<file path="config.mk">
export PLATFORM = sky130hd
export DESIGN_NAME = spi_data_buffer
export DESIGN_NICKNAME = d
export VERILOG_FILES = /design/src/rtl/spi_dbuf_pkg.sv /design/src/rtl/spi_dbuf_xfer_fsm.sv /design/src/rtl/spi_dbuf_wcol_fsm.sv /design/src/rtl/spi_dbuf_regs.sv /design/src/rtl/spi_data_buffer.sv
export SDC_FILE = /design/constraint.sdc
export NUM_CORES = 1
export LEC_CHECK = 0
export BUFFER_PORTS_ARGS = -buffer_cell sky130_fd_sc_hd__clkbuf_2
export CORE_MARGIN = 2
export CORE_UTILIZATION = 35
export DETAILED_ROUTE_END_ITERATION = 10
export PLACE_DENSITY = 0.63
export SYNTH_ARGS = -nofsm -noshare
export SYNTH_HDL_FRONTEND = slang
export SYNTH_SLANG_ARGS = --single-unit
</file>
<file path="constraint.sdc">
create_clock -name clk -period 1.78 [get_ports clk]
set_input_delay 0.445 -clock clk [delete_from_list [all_inputs] [get_ports clk]]
set_output_delay 0.445 -clock clk [all_outputs]
set_load 0.01 [all_outputs]
</file>
<file path="src/rtl/spi_dbuf_pkg.sv">
package spi_dbuf_pkg;

    typedef enum logic [1:0] {
        XS_IDLE   = 2'd0,
        XS_SHIFT  = 2'd1,
        XS_SHIFT_Q = 2'd2
    } xfer_state_e;

    typedef enum logic [1:0] {
        WC_CLEAR = 2'd0,
        WC_SET   = 2'd1,
        WC_ARMED = 2'd2
    } wcol_state_e;

endpackage

</file>
<file path="src/rtl/spi_dbuf_xfer_fsm.sv">
module spi_dbuf_xfer_fsm
    import spi_dbuf_pkg::*;
(
    input  logic clk,
    input  logic rst_n,
    input  logic enh_mode,
    input  logic wr_en,
    input  logic eng_done,
    output logic active,
    output logic queued,
    output logic load_direct,
    output logic load_queue,
    output logic queue_wr,
    output logic collide,
    output logic cap_rx,
    output logic tx_load
);

    xfer_state_e state_q, state_d;
    logic        tx_load_q;

    // state register
    always_ff @(posedge clk or negedge rst_n) begin
        if (!rst_n) begin
            state_q   <= XS_IDLE;
            tx_load_q <= 1'b0;
        end else begin
            state_q   <= state_d;
            tx_load_q <= load_direct | load_queue;
        end
    end

    // next state and control outputs
    always_comb begin
        state_d     = state_q;
        load_direct = 1'b0;
        load_queue  = 1'b0;
        queue_wr    = 1'b0;
        collide     = 1'b0;
        cap_rx      = 1'b0;
        unique case (state_q)
            XS_IDLE: begin
                if (wr_en) begin
                    load_direct = 1'b1;
                    state_d     = XS_SHIFT;
                end
            end
            XS_SHIFT: begin
                cap_rx = eng_done;
                if (enh_mode) begin
                    if (wr_en && eng_done) begin
                        load_direct = 1'b1;
                        state_d     = XS_SHIFT;
                    end else if (wr_en) begin
                        queue_wr = 1'b1;
                        state_d  = XS_SHIFT_Q;
                    end else if (eng_done) begin
                        state_d = XS_IDLE;
                    end
                end else begin
                    collide = wr_en;
                    if (eng_done) begin
                        state_d = XS_IDLE;
                    end
                end
            end
            XS_SHIFT_Q: begin
                cap_rx = eng_done;
                if (eng_done) begin
                    load_queue = 1'b1;
                    state_d    = XS_SHIFT;
                end
            end
            default: begin
                state_d = XS_IDLE;
            end
        endcase
    end

    assign active  = (state_q != XS_IDLE);
    assign queued  = (state_q == XS_SHIFT_Q);
    assign tx_load = tx_load_q;

endmodule

</file>
<file path="src/rtl/spi_dbuf_wcol_fsm.sv">
module spi_dbuf_wcol_fsm
    import spi_dbuf_pkg::*;
(
    input  logic clk,
    input  logic rst_n,
    input  logic enh_mode,
    input  logic collide,
    input  logic stat_rd,
    input  logic rd_en,
    input  logic wr_en,
    output logic wcol
);

    wcol_state_e state_q, state_d;

    // state register
    always_ff @(posedge clk or negedge rst_n) begin
        if (!rst_n) begin
            state_q <= WC_CLEAR;
        end else begin
            state_q <= state_d;
        end
    end

    // next state
    always_comb begin
        state_d = state_q;
        unique case (state_q)
            WC_CLEAR: begin
                if (collide) state_d = WC_SET;
            end
            WC_SET: begin
                if (stat_rd) state_d = WC_ARMED;
            end
            WC_ARMED: begin
                if (collide)               state_d = WC_SET;
                else if (rd_en || wr_en)   state_d = WC_CLEAR;
            end
            default: begin
                state_d = WC_CLEAR;
            end
        endcase
        if (enh_mode) state_d = WC_CLEAR;
    end

    // output
    always_comb begin
        wcol = (state_q != WC_CLEAR);
    end

endmodule

</file>
<file path="src/rtl/spi_dbuf_regs.sv">
module spi_dbuf_regs #(
    parameter int DATA_W = 8
) (
    input  logic              clk,
    input  logic [DATA_W-1:0] wr_data,
    input  logic [DATA_W-1:0] eng_rx,
    input  logic              load_direct,
    input  logic              load_queue,
    input  logic              queue_wr,
    input  logic              cap_rx,
    output logic [DATA_W-1:0] rd_data,
    output logic [DATA_W-1:0] tx_byte,
    output logic [DATA_W-1:0] hold
);

    logic [DATA_W-1:0] dreg_q;
    logic [DATA_W-1:0] shift_q;
    logic [DATA_W-1:0] hold_q;

    // CPU-visible register: no reset, a CPU write wins over a received byte
    always_ff @(posedge clk) begin
        if (load_direct || queue_wr) begin
            dreg_q <= wr_data;
        end else if (cap_rx) begin
            dreg_q <= eng_rx;
        end
    end

    // byte offered to the engine
    always_ff @(posedge clk) begin
        if (load_direct) begin
            shift_q <= wr_data;
        end else if (load_queue) begin
            shift_q <= hold_q;
        end
    end

    // enhanced-mode holding register
    always_ff @(posedge clk) begin
        if (queue_wr) begin
            hold_q <= wr_data;
        end
    end

    assign rd_data = dreg_q;
    assign tx_byte = shift_q;
    assign hold    = hold_q;

endmodule

</file>
<file path="src/rtl/spi_data_buffer.sv">
module spi_data_buffer #(
    parameter int DATA_W = 8
) (
    input  logic              clk,
    input  logic              rst_n,
    input  logic              enh_mode,
    input  logic              wr_en,
    input  logic [DATA_W-1:0] wr_data,
    input  logic              rd_en,
    input  logic              stat_rd,
    output logic [DATA_W-1:0] rd_data,
    input  logic              eng_done,
    input  logic [DATA_W-1:0] eng_rx,
    output logic              tx_load,
    output logic [DATA_W-1:0] tx_byte,
    output logic              flag
);

    logic              xfer_active;
    logic              buf_full;
    logic              load_direct;
    logic              load_queue;
    logic              queue_wr;
    logic              collide;
    logic              cap_rx;
    logic              wcol;
    logic [DATA_W-1:0] hold_q;

    spi_dbuf_xfer_fsm xfer_i (
        .clk         (clk),
        .rst_n       (rst_n),
        .enh_mode    (enh_mode),
        .wr_en       (wr_en),
        .eng_done    (eng_done),
        .active      (xfer_active),
        .queued      (buf_full),
        .load_direct (load_direct),
        .load_queue  (load_queue),
        .queue_wr    (queue_wr),
        .collide     (collide),
        .cap_rx      (cap_rx),
        .tx_load     (tx_load)
    );

    spi_dbuf_wcol_fsm wcol_i (
        .clk      (clk),
        .rst_n    (rst_n),
        .enh_mode (enh_mode),
        .collide  (collide),
        .stat_rd  (stat_rd),
        .rd_en    (rd_en),
        .wr_en    (wr_en),
        .wcol     (wcol)
    );

    spi_dbuf_regs #(.DATA_W(DATA_W)) regs_i (
        .clk         (clk),
        .wr_data     (wr_data),
        .eng_rx      (eng_rx),
        .load_direct (load_direct),
        .load_queue  (load_queue),
        .queue_wr    (queue_wr),
        .cap_rx      (cap_rx),
        .rd_data     (rd_data),
        .tx_byte     (tx_byte),
        .hold        (hold_q)
    );

    // one flag, two meanings selected by mode
    assign flag = enh_mode ? buf_full : wcol;

endmodule

</file>
# Yosys cells after proc, flatten, opt, wreduce, memory -nomap -nowiden
# Cells that the tools add are included.
# totals
output_inout_bits,18
regBits,29
word_cells,57
# classes
n_eq_ne,9
n_reduce_logical,11
bitwise_logic,1
muxes,30
# op_table
op,n
2-to-1 mux 8 bit,4
2-to-1 mux 2 bit,11
2-to-1 mux 1 bit,12
case mux 2 bit (3 select lines),2
"!= test 3 bit, second input constant",2
nonzero test 2 bit,3
"== test 2 x 1 -> 1 bit, second input constant",2
"== test 2 bit, second input constant",2
logical NOT 2 bit,2
"!= test 2 bit, second input constant",2
"!= test 4 x 3 -> 1 bit, second input constant",1
AND reduction 3 bit,1
logical OR 1 bit,2
case mux 1 bit (2 select lines),1
AND reduction 2 bit,1
OR reduction 2 bit,1
logical AND 1 bit,1
OR 1 bit,1

# Logic depth before layout (Yosys ltp)
# logic_depth
ltp_word,6
mapped_depth,6
depth_no_buf,6

# By module
# A second synthesis with hierarchy kept.
# hier_totals
cells_unflattened,86
area_unflattened_um2,1331.3
# modules_own_cells
mod,n_inst,area_each_um2,seq_area_each_um2,cells_per_inst
spi_dbuf_regs,1,935.9,720.7,44
spi_dbuf_xfer_fsm,1,270.3,75.1,32
spi_dbuf_wcol_fsm,1,110.1,50.0,9
spi_data_buffer,1,15.0,0.0,1

# Worst setup path after synthesis
# No wires, ideal clock.
# synth_path
kind,register to register
from,reg xfer_i.state_q[0]
to,"reg regs_i.shift_q[0], in the netlist regs_i.tx_byte[0] (data pin)"
arrival_ns,1.385
path_slack_ns,0.136
setup_ns,0.260
stages_incl_launch_ff,5
path_cell_list,dfrtp_1 > ha_1 > and3_4 > o21ai_4 > mux2_2
# synth_via
elab_chain_len,3
word_cells_on_any_way,4
classes_between,1 x eq/ne; 2 x mux; 1 x reduce/logical
# synth_rtl
element,line_no,text
from (decl),spi_dbuf_xfer_fsm.sv:19,"xfer_state_e state_q, state_d;"
from (signal assigned),spi_dbuf_xfer_fsm.sv:28,state_q <= state_d;
== test 2 x 1 -> 1 bit / logical NOT 2 bit (equally long branches),spi_dbuf_xfer_fsm.sv:41,unique case (state_q)
case mux 1 bit (2 select lines) (*),spi_dbuf_xfer_fsm.sv:41,
2-to-1 mux 8 bit (*),spi_dbuf_regs.sv:31,if (load_direct) begin
to (signal assigned),spi_dbuf_regs.sv:32,shift_q <= wr_data;
to (signal assigned),spi_dbuf_regs.sv:34,shift_q <= hold_q;
to (decl),spi_dbuf_regs.sv:17,logic [DATA_W-1:0] shift_q;
# Every way passes the cells marked *; elsewhere a longest branch is shown, timed or not.
# A chain may end at the register's enable or synchronous reset.

# Final worst setup path
# layout_path
from,reg xfer_i.state_q[0]
to,"reg regs_i.shift_q[2], in the netlist regs_i.tx_byte[2] (data pin)"
# The elaborated chain is that of the path after synthesis.

==> results.toml <==
[power]
power_mw = 2.32
power_density_nw_per_um2 = 1370
combPwrFrac_pct = 34.0
leakagePower_nw = 0.717
clkPwrFrac_pct = 21.6
p_int_mw = 1.60
seqPwrFrac_pct = 44.5
p_sw_share_pct = 31.1
max-vdd-ir-drop_mv = 0.470
power.net_switching_uw = 722

[die]
die_y_um = 65.0
core-area_um2 = 3610
num_io_pins = 41
rows = 22
initial_core_util_pct = 36.1
die-area_um2 = 4230
die_w_um = 65.0

[yosys]
synth_compound_area_share_pct = 5.09
ys_warn_count = 0
synthMuxAreaShare_pct = 14.6
syn_area_per_cell_um2 = 15.1
synth_nets = 113
syn_area_um2 = 1300
syn_inst = 86
ys_seq_area_share_pct = 64.9
ys_ff_latch = 29
synth-simple-area-share_pct = 9.70
synth_top_family_by_area = "multiplexers"
synth_xor_area_share_pct = 0
synth_cell_types = 26
synthAdderAreaFrac_pct = 3.84

[final_layout]
antennaDiodeCount = 0
utilization_pct = 46.8
final_cell_mix = "clkbuf_2, edfxtp_1, mux2_2, nand2_1"
layout_commonest_cell = "clkbuf_2"
nNetsFinal = 163
area_growth_pct = 29.7
design_area_um2 = 1690
layout-drive-gt1-share_pct = 52.6
final_cell_count_no_fill = 185

[sta]
min_period_ns = 1.73
fin_crit_sh_pct = 97.4
worstMarginPinSlew_ns = 0.343
max_freq_mhz = 577
slew_viol_final = 0
finalHoldViolCount = 0
rsz0062_at_grt = "yes"
hold_slack_ns = 0.375
slew_headroom_pct = 77.1
skew_ns = 0.00588
tns_ns = 0
finalSetupViolCount = 0
setup_ws_ns = 0.0462

[drt]
routedWlPerCell_um = 13.2
drc = 0
dr.pass1.iters = 4
vias_per_cell = 4.59
first_iter_violations = 61
wl_mm = 2.44
postRouteAntennaNets = 0
vias = 849

[clock_network]
numCtsBuffers = 5
tritoncts = "built"
clock_sinks = 29
path_clk_slew_ns = 0.06
clockRootBuffer = "clkbuf_8"
insertion_delay_ns = 0.28
clockBufferDepth = 2
htree_levels = 2

[worst_setup_path]
slowest_stage = "dfrtp_1"
crit_type = "reg -> reg"
crit_family = "flip-flops"
slowest_delay_ns = 0.41
end_kind = "register"
worst-path-max-fanout = 9
critPathRequiredTime_ns = 1.81
crit_chain = "ha_2, and3_4, o21ai_4, mux2_2"
cp-start-kind = "register"
cp.buffers_inverters = 0
critPathArrivalTime_ns = 1.76

[placement]
dp_hpwl_mm = 1.89
post-place-ws_ns = -0.00509
place_congestion = 0.861
io_buffers = 40
place_inst = 175
place_area_um2 = 1570

[global_route]
antenna_found_initial = 0
grt_pass1_vias = 853
grt_pass1_wl_mm = 3.98
grt_use_total_pct = 13.0
grt_overflow = 0
grt_start_max_net_pins = 10

[status]
outcome = "finished clean"

[min_path]
hold_path.class = "in -> reg"

[job]
maxCapViolCount = 0
==> Yosys cell counts <==
cell / number / area, µm²
mux2_2: 16 / 180
nor4b_1: 1 / 8.76
a21o_1: 1 / 7.51
and3_4: 1 / 11.3
buf_2: 1 / 5.00
a31oi_1: 1 / 6.26
a21oi_1: 3 / 15.0
o21bai_1: 1 / 7.51
a211o_1: 1 / 8.76
and4b_1: 1 / 10.0
dfrtp_1: 5 / 125
o21ai_4: 1 / 16.3
nor3_1: 1 / 5.00
mux2i_1: 1 / 10.0
or4b_1: 1 / 10.0
nand2_1: 8 / 30.0
nor2_1: 5 / 18.8
edfxtp_1: 24 / 721
nor2b_1: 1 / 6.26
buf_6: 1 / 11.3
ha_1: 4 / 50.1
nand3b_1: 1 / 7.51
inv_1: 2 / 7.51
nand2_2: 1 / 6.26
nand2b_1: 2 / 12.5
o21ai_0: 1 / 5.00
==> routing by layer <==
metal  share of wire [%]  GRT usage, %  wire (µm)  vias up
met4                 2.9          7.18         72        0
met1                  43          15.3       1050      396
li1                    -             -          -      421
met3                 5.2          5.90        128        9
met2                  49          19.8       1190       23
met5                   0             0          0        -
==> flip-flops by register name, indices dropped and copies added, names as in the netlist <==
| signal | count |
|---|---|
| xfer_i.tx_load | 1 |
| regs_i.rd_data | 8 |
| wcol_i.state_q | 2 |
| regs_i.hold | 8 |
| xfer_i.state_q | 2 |
| regs_i.tx_byte | 8 |
==> worst register-to-register path: cells and delay by family, from the launching register on <==
family | cells | cell delay, ns
compound gates | 1 | 0.29
flops | 1 | 0.41
fa+ha+maj | 1 | 0.23
mux | 1 | 0.39
simple gates | 1 | 0.16
==> final timing paths <==
| kind | from | slack, ns | cells past startpoint | end |
|---|---|---|---|---|
| worst max-delay path | xfer_i.state_q[0] | 0.05 | 4 | regs_i.tx_byte[2] |
| worst min-delay path | wr_data[2] | 0.37 | 1 | regs_i.hold[2] |
| worst max register to register | xfer_i.state_q[0] | 0.05 | 4 | regs_i.tx_byte[2] |
| worst min register to register | regs_i.hold[6] | 0.55 | 1 | regs_i.tx_byte[6] |
| max in group asynchronous | rst_n | 1.11 | 2 | xfer_i.tx_load |
| min in group asynchronous | rst_n | 0.52 | 2 | xfer_i.state_q[0] |
==> area by class of cell <==
cell class,count,area (µm²)
clock buffers,7,76.3
clock inverters,1,3.75
fillers,339,1920
inverters,2,7.51
multi-input cells,53,455
flip-flops and latches,29,846
well taps,48,60.1
repair buffers,45,240
==> repair_timing <==
action                                 in CTS  in global routing
buffers inserted                            0                  1
endpoints found under the hold margin       5                  0
pin swaps                                   0                  1
gates resized for setup                     3                  3
setup endpoints to repair                   9                 25
hold buffers                                1                  0
==> power groups by stage <==
stage	logic [mW]	registers, mW	clock network, mW
after floorplan	0.417	1.12	0
after global placement	0.730	1.04	0
after detailed placement	0.746	1.05	0
after CTS	0.758	1.04	0.510
after global routing	0.868	1.05	0.553
final	0.788	1.03	0.501
==> cell families after synthesis <==
| family | after synthesis |
|---|---|
| AOI/OAI and AO/OA | 9 |
| adders and majority gates | 4 |
| buffers and inverters | 4 |
| DFF | 29 |
| muxes | 17 |
| and+or+nand+nor | 23 |
No activity file was read; power rests on OpenSTA's default activity.
